## src/rtl/flash_wr_ctrl.sv

```systemverilog
module flash_wr_ctrl #(
  parameter int AW           = 20,
  parameter int SLOT_CYC     = 2,
  parameter int PROG_TO_CYC  = 2000,
  parameter int ERASE_TO_CYC = 2000000
) (
  input  logic          clk,
  input  logic          rst_n,
  input  logic          start,
  input  logic [1:0]    op,
  input  logic          mode,
  input  logic [AW-1:0] addr,
  input  logic [7:0]    wdata,
  output logic          busy,
  output logic          done,
  output logic          err,
  output logic [7:0]    rd_value,
  output logic          fl_we,
  output logic          fl_re,
  output logic [AW-1:0] fl_addr,
  output logic [7:0]    fl_wdata,
  input  logic [7:0]    fl_rdata
);
  localparam int SCW   = (SLOT_CYC > 1) ? $clog2(SLOT_CYC) : 1;
  localparam int MAXTO = (PROG_TO_CYC > ERASE_TO_CYC) ? PROG_TO_CYC : ERASE_TO_CYC;
  localparam int TOW   = $clog2(MAXTO + 1);
  localparam logic [1:0] OP_PROG = 2'd0, OP_SECT = 2'd1, OP_BLK = 2'd2;
  localparam logic [AW-1:0] A_5555 = AW'(16'h5555), A_2AAA = AW'(16'h2AAA);

  typedef enum logic [1:0] {S_IDLE, S_WR, S_POLL, S_EXIT} st_t;

  st_t            st;
  logic [SCW-1:0] sc;
  logic [2:0]     step;
  logic [1:0]     op_q;
  logic           mode_q;
  logic [AW-1:0]  addr_q;
  logic [7:0]     data_q;
  logic [TOW-1:0] to_cnt;
  logic [1:0]     okc;
  logic           prev6, have_prev;
  logic [7:0]     rdv;
  logic           done_q, err_q;

  wire is_prog  = (op_q == OP_PROG);
  wire slot_end = (sc == SCW'(SLOT_CYC - 1));
  wire [2:0] last_step = is_prog ? 3'd3 : 3'd5;
  wire [TOW-1:0] to_lim = is_prog ? TOW'(PROG_TO_CYC - 1) : TOW'(ERASE_TO_CYC - 1);
  wire exp7     = is_prog ? data_q[7] : 1'b1;
  wire good     = mode_q ? (have_prev && (fl_rdata[6] == prev6)) : (fl_rdata[7] == exp7);
  wire finish   = good && (okc == 2'd2);
  wire timeout  = (to_cnt >= to_lim);

  assign busy     = (st != S_IDLE);
  assign done     = done_q;
  assign err      = err_q;
  assign rd_value = rdv;
  assign fl_we    = slot_end && ((st == S_WR) || (st == S_EXIT));
  assign fl_re    = slot_end && (st == S_POLL);

  always_comb begin
    fl_addr  = addr_q;
    fl_wdata = 8'h00;
    if (st == S_EXIT) begin
      fl_addr  = A_5555;
      fl_wdata = 8'hF0;
    end else if (st == S_WR) begin
      case (step)
        3'd0, 3'd3: begin
          if (step == 3'd3 && is_prog) begin
            fl_addr  = addr_q;
            fl_wdata = data_q;
          end else begin
            fl_addr  = A_5555;
            fl_wdata = 8'hAA;
          end
        end
        3'd1, 3'd4: begin
          fl_addr  = A_2AAA;
          fl_wdata = 8'h55;
        end
        3'd2: begin
          fl_addr  = A_5555;
          fl_wdata = is_prog ? 8'hA0 : 8'h80;
        end
        default: begin
          case (op_q)
            OP_SECT: begin fl_addr = addr_q; fl_wdata = 8'h30; end
            OP_BLK:  begin fl_addr = addr_q; fl_wdata = 8'h50; end
            default: begin fl_addr = A_5555; fl_wdata = 8'h10; end
          endcase
        end
      endcase
    end
  end

  always_ff @(posedge clk) begin
    if (!rst_n) begin
      st        <= S_IDLE;
      sc        <= '0;
      step      <= '0;
      op_q      <= '0;
      mode_q    <= 1'b0;
      addr_q    <= '0;
      data_q    <= '0;
      to_cnt    <= '0;
      okc       <= '0;
      prev6     <= 1'b0;
      have_prev <= 1'b0;
      rdv       <= '0;
      done_q    <= 1'b0;
      err_q     <= 1'b0;
    end else begin
      done_q <= 1'b0;
      err_q  <= 1'b0;
      case (st)
        S_IDLE: if (start) begin
          st     <= S_WR;
          sc     <= '0;
          step   <= '0;
          op_q   <= op;
          mode_q <= mode;
          addr_q <= addr;
          data_q <= wdata;
        end
        S_WR: if (slot_end) begin
          sc <= '0;
          if (step == last_step) begin
            st        <= S_POLL;
            to_cnt    <= '0;
            okc       <= '0;
            have_prev <= 1'b0;
          end else begin
            step <= step + 3'd1;
          end
        end else begin
          sc <= sc + 1'b1;
        end
        S_POLL: begin
          to_cnt <= to_cnt + 1'b1;
          if (slot_end) begin
            sc        <= '0;
            rdv       <= fl_rdata;
            prev6     <= fl_rdata[6];
            have_prev <= 1'b1;
            okc       <= good ? okc + 2'd1 : 2'd0;
            if (finish) begin
              st     <= S_IDLE;
              done_q <= 1'b1;
            end else if (timeout) begin
              st <= S_EXIT;
            end
          end else begin
            sc <= sc + 1'b1;
          end
        end
        default: if (slot_end) begin
          sc     <= '0;
          st     <= S_IDLE;
          done_q <= 1'b1;
          err_q  <= 1'b1;
        end else begin
          sc <= sc + 1'b1;
        end
      endcase
    end
  end
endmodule


```

## config.mk

```make
export PLATFORM = sky130hd
export DESIGN_NAME = flash_wr_ctrl
export DESIGN_NICKNAME = d
export VERILOG_FILES = /design/src/rtl/flash_wr_ctrl.sv
export SDC_FILE = /design/constraint.sdc
export NUM_CORES = 1
export LEC_CHECK = 0
export BUFFER_PORTS_ARGS = -buffer_cell sky130_fd_sc_hd__buf_2
export CAP_MARGIN = 20
export CORE_MARGIN = 2
export CORE_UTILIZATION = 40
export CTS_BUF_LIST = sky130_fd_sc_hd__clkbuf_4 sky130_fd_sc_hd__clkbuf_8
export DETAILED_ROUTE_END_ITERATION = 8
export GPL_TIMING_DRIVEN = 0
export PLACE_DENSITY = 0.63
export RECOVER_POWER = 25
export SETUP_SLACK_MARGIN = 0.15
export SYNTH_ARGS = -nofsm -noshare
export SYNTH_HDL_FRONTEND = slang
export SYNTH_SLANG_ARGS = --single-unit
```

## constraint.sdc

```tcl
create_clock -name clk -period 2.3 [get_ports clk]
set_input_delay 0.46 -clock clk [delete_from_list [all_inputs] [get_ports clk]]
set_output_delay 0.46 -clock clk [all_outputs]
set_load 0.05 [all_outputs]
```

**Word-level counts from Yosys, hierarchy flattened**

Cells that the tools add are included.

- Register bits after elaboration: 72
- Logic and storage cells: 109

- $add $sub $neg: 4
- Order comparisons: 1
- Equal/unequal tests: 19
- Multiplexer cells: 46
- Bitwise operators: 1
- Reductions and logical operators: 24

Operators by type and width:

| operator | count |
|---|---|
| $mux W20 | 4 |
| $mux W21 | 3 |
| $pmux W20 S3 | 1 |
| $pmux W21 S2 | 1 |
| $mux W8 | 3 |
| $pmux W8 S3 | 1 |
| $mux W2 | 11 |
| $add A21 B1 Y21 const B | 1 |
| $ge A21 B21 Y1 | 1 |
| $pmux W7 S2 | 1 |
| $mux W3 | 4 |
| $mux W1 | 11 |
| $eq A2 B2 Y1 const B | 4 |
| $ne A2 B2 Y1 const B | 4 |
| $reduce_and A4 Y1 | 2 |
| $reduce_bool A2 Y1 | 4 |
| $reduce_or A2 Y1 | 4 |
| $eq A3 B2 Y1 const B | 2 |
| $mux W6 | 1 |
| $pmux W2 S3 | 1 |
| $pmux W3 S2 | 1 |
| $reduce_and A6 Y1 | 1 |
| $logic_and A1 B1 Y1 | 5 |
| $eq A2 B1 Y1 const B | 2 |
| 18 further kinds | 22 |

**Depth between registers and ports, before layout**

- Depth after elaboration: 8
- Depth in mapped cells: 11
- Gate-level depth less buffers: 10

**Least setup slack after synthesis**

No wires, ideal clock.

- Kind: reg-to-output
- Start: register step[0]
- End: output fl_addr[11]
- Arrival: 2.228 ns
- Required time: 1.840 ns
- Slack: -0.388 ns
- Cell stages (with the launch flop): 8
- Path buffers: 0
- Cells stage by stage: dfxtp_1 > ha_1 > ha_1 > nor2_1 > o21ai_1 > o21ai_1 > a21oi_1 > o2bb2ai_1

- Longest elaborated chain between the ends: 6

Ends and longest elaborated chain:

| element | RTL line | text |
|---|---|---|
| from (decl) | 34 | `logic [2:0] step;` |
| from (signal assigned) | 134 | `step <= step + 3'd1;` |
| $eq A3 B2 Y1 | 68, 70 |  |
| $logic_and A1 B1 Y1 | 70 | `if (step == 3'd3 && is_prog) begin` |
| $mux W20 | 70 |  |
| $pmux W20 S3 * | 68 | `case (step)` |
| $mux W20 * | 67 | `end else if (st == S_WR) begin` |
| $mux W20 * | 64 | `if (st == S_EXIT) begin` |
| to (decl) | 20 | `output logic [AW-1:0] fl_addr,` |

Every way passes the cells marked *; elsewhere a longest branch is shown, timed or not.

**Worst setup path after layout**

- Start: register step[0]
- End: output fl_addr[2]

The elaborated chain is that of the path after synthesis.

==> results.py <==
metrics = {
    "timing": {
        "fin_skew_ps": 10.3,
        "tns_ps": -4830,
        "max_freq_mhz": 393,
        "drv_slew": 0,
        "hold-worst-slack_ps": 352,
        "fin_crit_ps": 2540,
        "fin_crit_sh": 1.11,
        "hold_viol_final": 0,
        "setup_viol_count_final": 26,
        "grt_setup_unrepaired": "true",
        "setup_ws_ps": -242,
        "tightest_slew_ps": 622,
        "slew_headroom": 0.587,
    },
    "final_layout": {
        "drive_above_1_share": 0.337,
        "diodes": 0,
        "synthToLayoutAreaGrowth_pct": 46.6,
        "num-fill-cells": 813,
        "nets": 635,
        "final_common_cell": "nand2_1",
        "final_cell_area_um2": 5430,
        "final_cell_mix": "nand2_1 (100), dfxtp_1 (66), buf_2 (44)",
    },
    "global_routing": {
        "grt_pass1_vias": 3575,
        "grtUsageTotal": 0.209,
        "grt_first_pass_wirelength_mm": 16.8,
        "grt_max_degree": 13,
        "antenna_found_initial": 0,
        "grt_overflow": 0,
    },
    "setup_path": {
        "r2r_slack_ps": 100,
        "r2r_cells": 7,
        "start_kind": "flip-flop",
        "cp_top_family": "simple AND/OR/NAND/NOR gates",
        "cp_cell_sequence": "ha_4, ha_4, a21o_1, or3_4, buf_8, o21a_1, buf_6",
        "critPathKind": "flip-flop to primary output",
        "slowest_delay_ps": 390,
        "cp_common_cell": "ha_4",
        "critPathMaxFanout": 8,
        "r2r-start": "st[1]",
        "arrival_ps": 2080,
        "required_ps": 1840,
        "endpoint_kind": "primary output",
        "cp_num_buf_inv": 2,
        "r2r_end": "to_cnt[16]",
        "cpMaxStageDelayCell": "or3_4",
    },
    "place": {
        "pre_cts_ws_ps": -385,
        "dp_hpwl_mm": 6.78,
        "place_area_um2": 4440,
        "portBuffers": 81,
        "finalWeightedCongestion": 0.862,
    },
    "clocking": {
        "clk_pin_slew_ps": 80,
        "cts_root_buffer": "clkbuf_8",
        "clk-insertion-delay-late_ps": 350,
        "cts_buffers": 9,
        "cts_htree_levels": 3,
        "cts_tree": "done",
        "clock_sinks": 71,
        "clock_path_buffers": 2,
    },
    "floorplan": {
        "coreArea_um2": 9110,
        "dieHeight_um": 100,
        "rows": 35,
        "initial_core_util": 0.406,
        "dieArea_um2": 10000,
        "io_pins": 83,
        "die_x_um": 100,
    },
    "job": {
        "max_cap_violations": 0,
    },
    "synthesis": {
        "syn_nets": 519,
        "ys_ff_latch": 71,
        "seq_area_frac_synth": 0.384,
        "post_synth_num_cell_types": 44,
        "ys_async_sr_fraction": 0,
        "yosys_warnings": 0,
        "avgSynthCellArea_um2": 8.00,
        "ys.flop_type": "dfxtp_1",
        "postSynthCellCount": 463,
        "syn-cell-area_um2": 3700,
        "synth_edf_count": 0,
    },
    "power_and_ir_drop": {
        "p_leak_uw": 0.00208,
        "p_total_uw": 3250,
        "power_density_nw_per_um2": 600,
        "ir_drop_v": 0.000360,
    },
    "worst_hold_path": {
        "whs_endpoint": "rd_value[3]",
        "hold_start": "fl_rdata[3]",
        "hold_path.class": "input port to flip-flop",
        "holdPathStages": 3,
    },
    "detailed_routing": {
        "antenna_left": 0,
        "wl_per_cell_um": 14.7,
        "drtPass1Iterations": 4,
        "drc": 0,
        "wl_mm": 10.2,
        "drt_iter0_markers": 117,
        "dr_total_vias": 3625,
        "via_per_inst": 5.22,
    },
    "status": {
        "violations": "setup timing",
        "outcome": "complete, but fails checks",
    },
}
-- cell families (layout without fill, tap and decap cells) --
| kind of cell | Yosys count | after routing | synth area share |
|---|---|---|---|
| multiplexers | 2 | 2 | 0.00541 |
| AND/OR/NAND/NOR | 198 | 198 | 0.243 |
| adder cells (fa/ha/maj) | 14 | 14 | 0.0473 |
| buffers and inverters | 41 | 162 | 0.0443 |
| AO/OA/AOI/OAI | 115 | 115 | 0.224 |
| flip-flops | 71 | 71 | 0.384 |
| XOR/XNOR | 22 | 22 | 0.0520 |
-- what timing repair did --
action | 4_1_cts | 5_1_grt
cloned | 0 | 0
resized for setup | 133 | 35
hold buffers | 0 | 0
pin swaps | 19 | 19
buffers inserted | 18 | 6
setup endpoints to repair | 45 | 45
-- layout make-up --
| cell class | count | area, um2 | area share |
|---|---|---|---|
| Sequential cell | 71 | 1440 | 0.264 |
| Clock inverter | 5 | 80.1 | 0.0148 |
| Tap cell | 111 | 139 | 0.0256 |
| Inverter | 18 | 88.8 | 0.0164 |
| Clock buffer | 11 | 151 | 0.0279 |
| Timing Repair Buffer | 105 | 803 | 0.148 |
| Multi-Input combinational cell | 351 | 2600 | 0.479 |
| Buffer | 23 | 128 | 0.0235 |
-- worst max-delay path by stage --
| stage | from | depth (start not counted) | end |
|---|---|---|---|
| final | step[0] | 7 | fl_addr[2] |
| after floorplan | step[0] | 8 | fl_addr[10] |
| after CTS | step[0] | 7 | fl_addr[4] |
| after global placement | step[2] | 8 | fl_addr[17] |
| after detailed placement | step[2] | 8 | fl_addr[17] |
| after global routing | step[0] | 8 | fl_addr[2] |
-- worst register-to-register path: cells and delay by family (launching register included) --
family | cells | cell delay (ps)
flops | 1 | 310
buf+inv | 2 | 570
compound gates | 1 | 420
xor+xnor | 1 | 190
simple gates | 3 | 610
-- cells in the mapped netlist (4+ instances only) --
cell / instances / share of area
nand2_1: 104 / 0.11
a21boi_0: 43 / 0.087
or3_1: 4 / 0.0068
o21ai_0: 14 / 0.019
nor2_1: 33 / 0.033
o21a_1: 10 / 0.020
nor4_1: 4 / 0.0068
a31oi_1: 4 / 0.0068
nand3_1: 14 / 0.019
xor2_1: 10 / 0.024
ha_1: 14 / 0.047
o2bb2ai_1: 7 / 0.017
clkbuf_1: 16 / 0.016
dfxtp_1: 71 / 0.38
and3_1: 5 / 0.0084
inv_1: 16 / 0.016
nor2b_1: 4 / 0.0068
a21oi_1: 21 / 0.028
nand4_1: 8 / 0.014
o21ai_1: 4 / 0.0054
xnor2_1: 12 / 0.028
and2_1: 10 / 0.017
-- registers in the layout, indices dropped and copies added, names as in the netlist --
signal	flops
done	1
to_cnt	21
mode_q	1
rd_value	8
addr_q	20
sc	1
step	3
have_prev	1
data_q	8
st	2
op_q	2
okc	2
err	1
-- routing by layer --
layer | track usage | vias to the layer above | part of all wire
met5 | 0 | - | 0
met4 | 0.0695 | 0 | 0.013
met3 | 0.0536 | 11 | 0.045
met2 | 0.350 | 81 | 0.51
met1 | 0.263 | 1727 | 0.44
li1 | - | 1806 | -
-- per-stage QoR --
| stage | instances | utilization |
|---|---|---|
| detailed placement | 655 | 0.487 |
| global placement | 655 | 0.487 |
| finish | 695 | 0.596 |
| global route | 695 | 0.596 |
| floorplan | 463 | - |
| CTS | 689 | 0.579 |
-- report_power, final --
group / switching, uW / total [uW] / leakage, uW / internal, uW
sequential: 34.6 / 1300 / 0.000580 / 1270
combinational: 486 / 796 / 0.00139 / 310
clock: 485 / 1150 / 0.000112 / 668
Note: power is estimated with default switching activity, not from simulation.
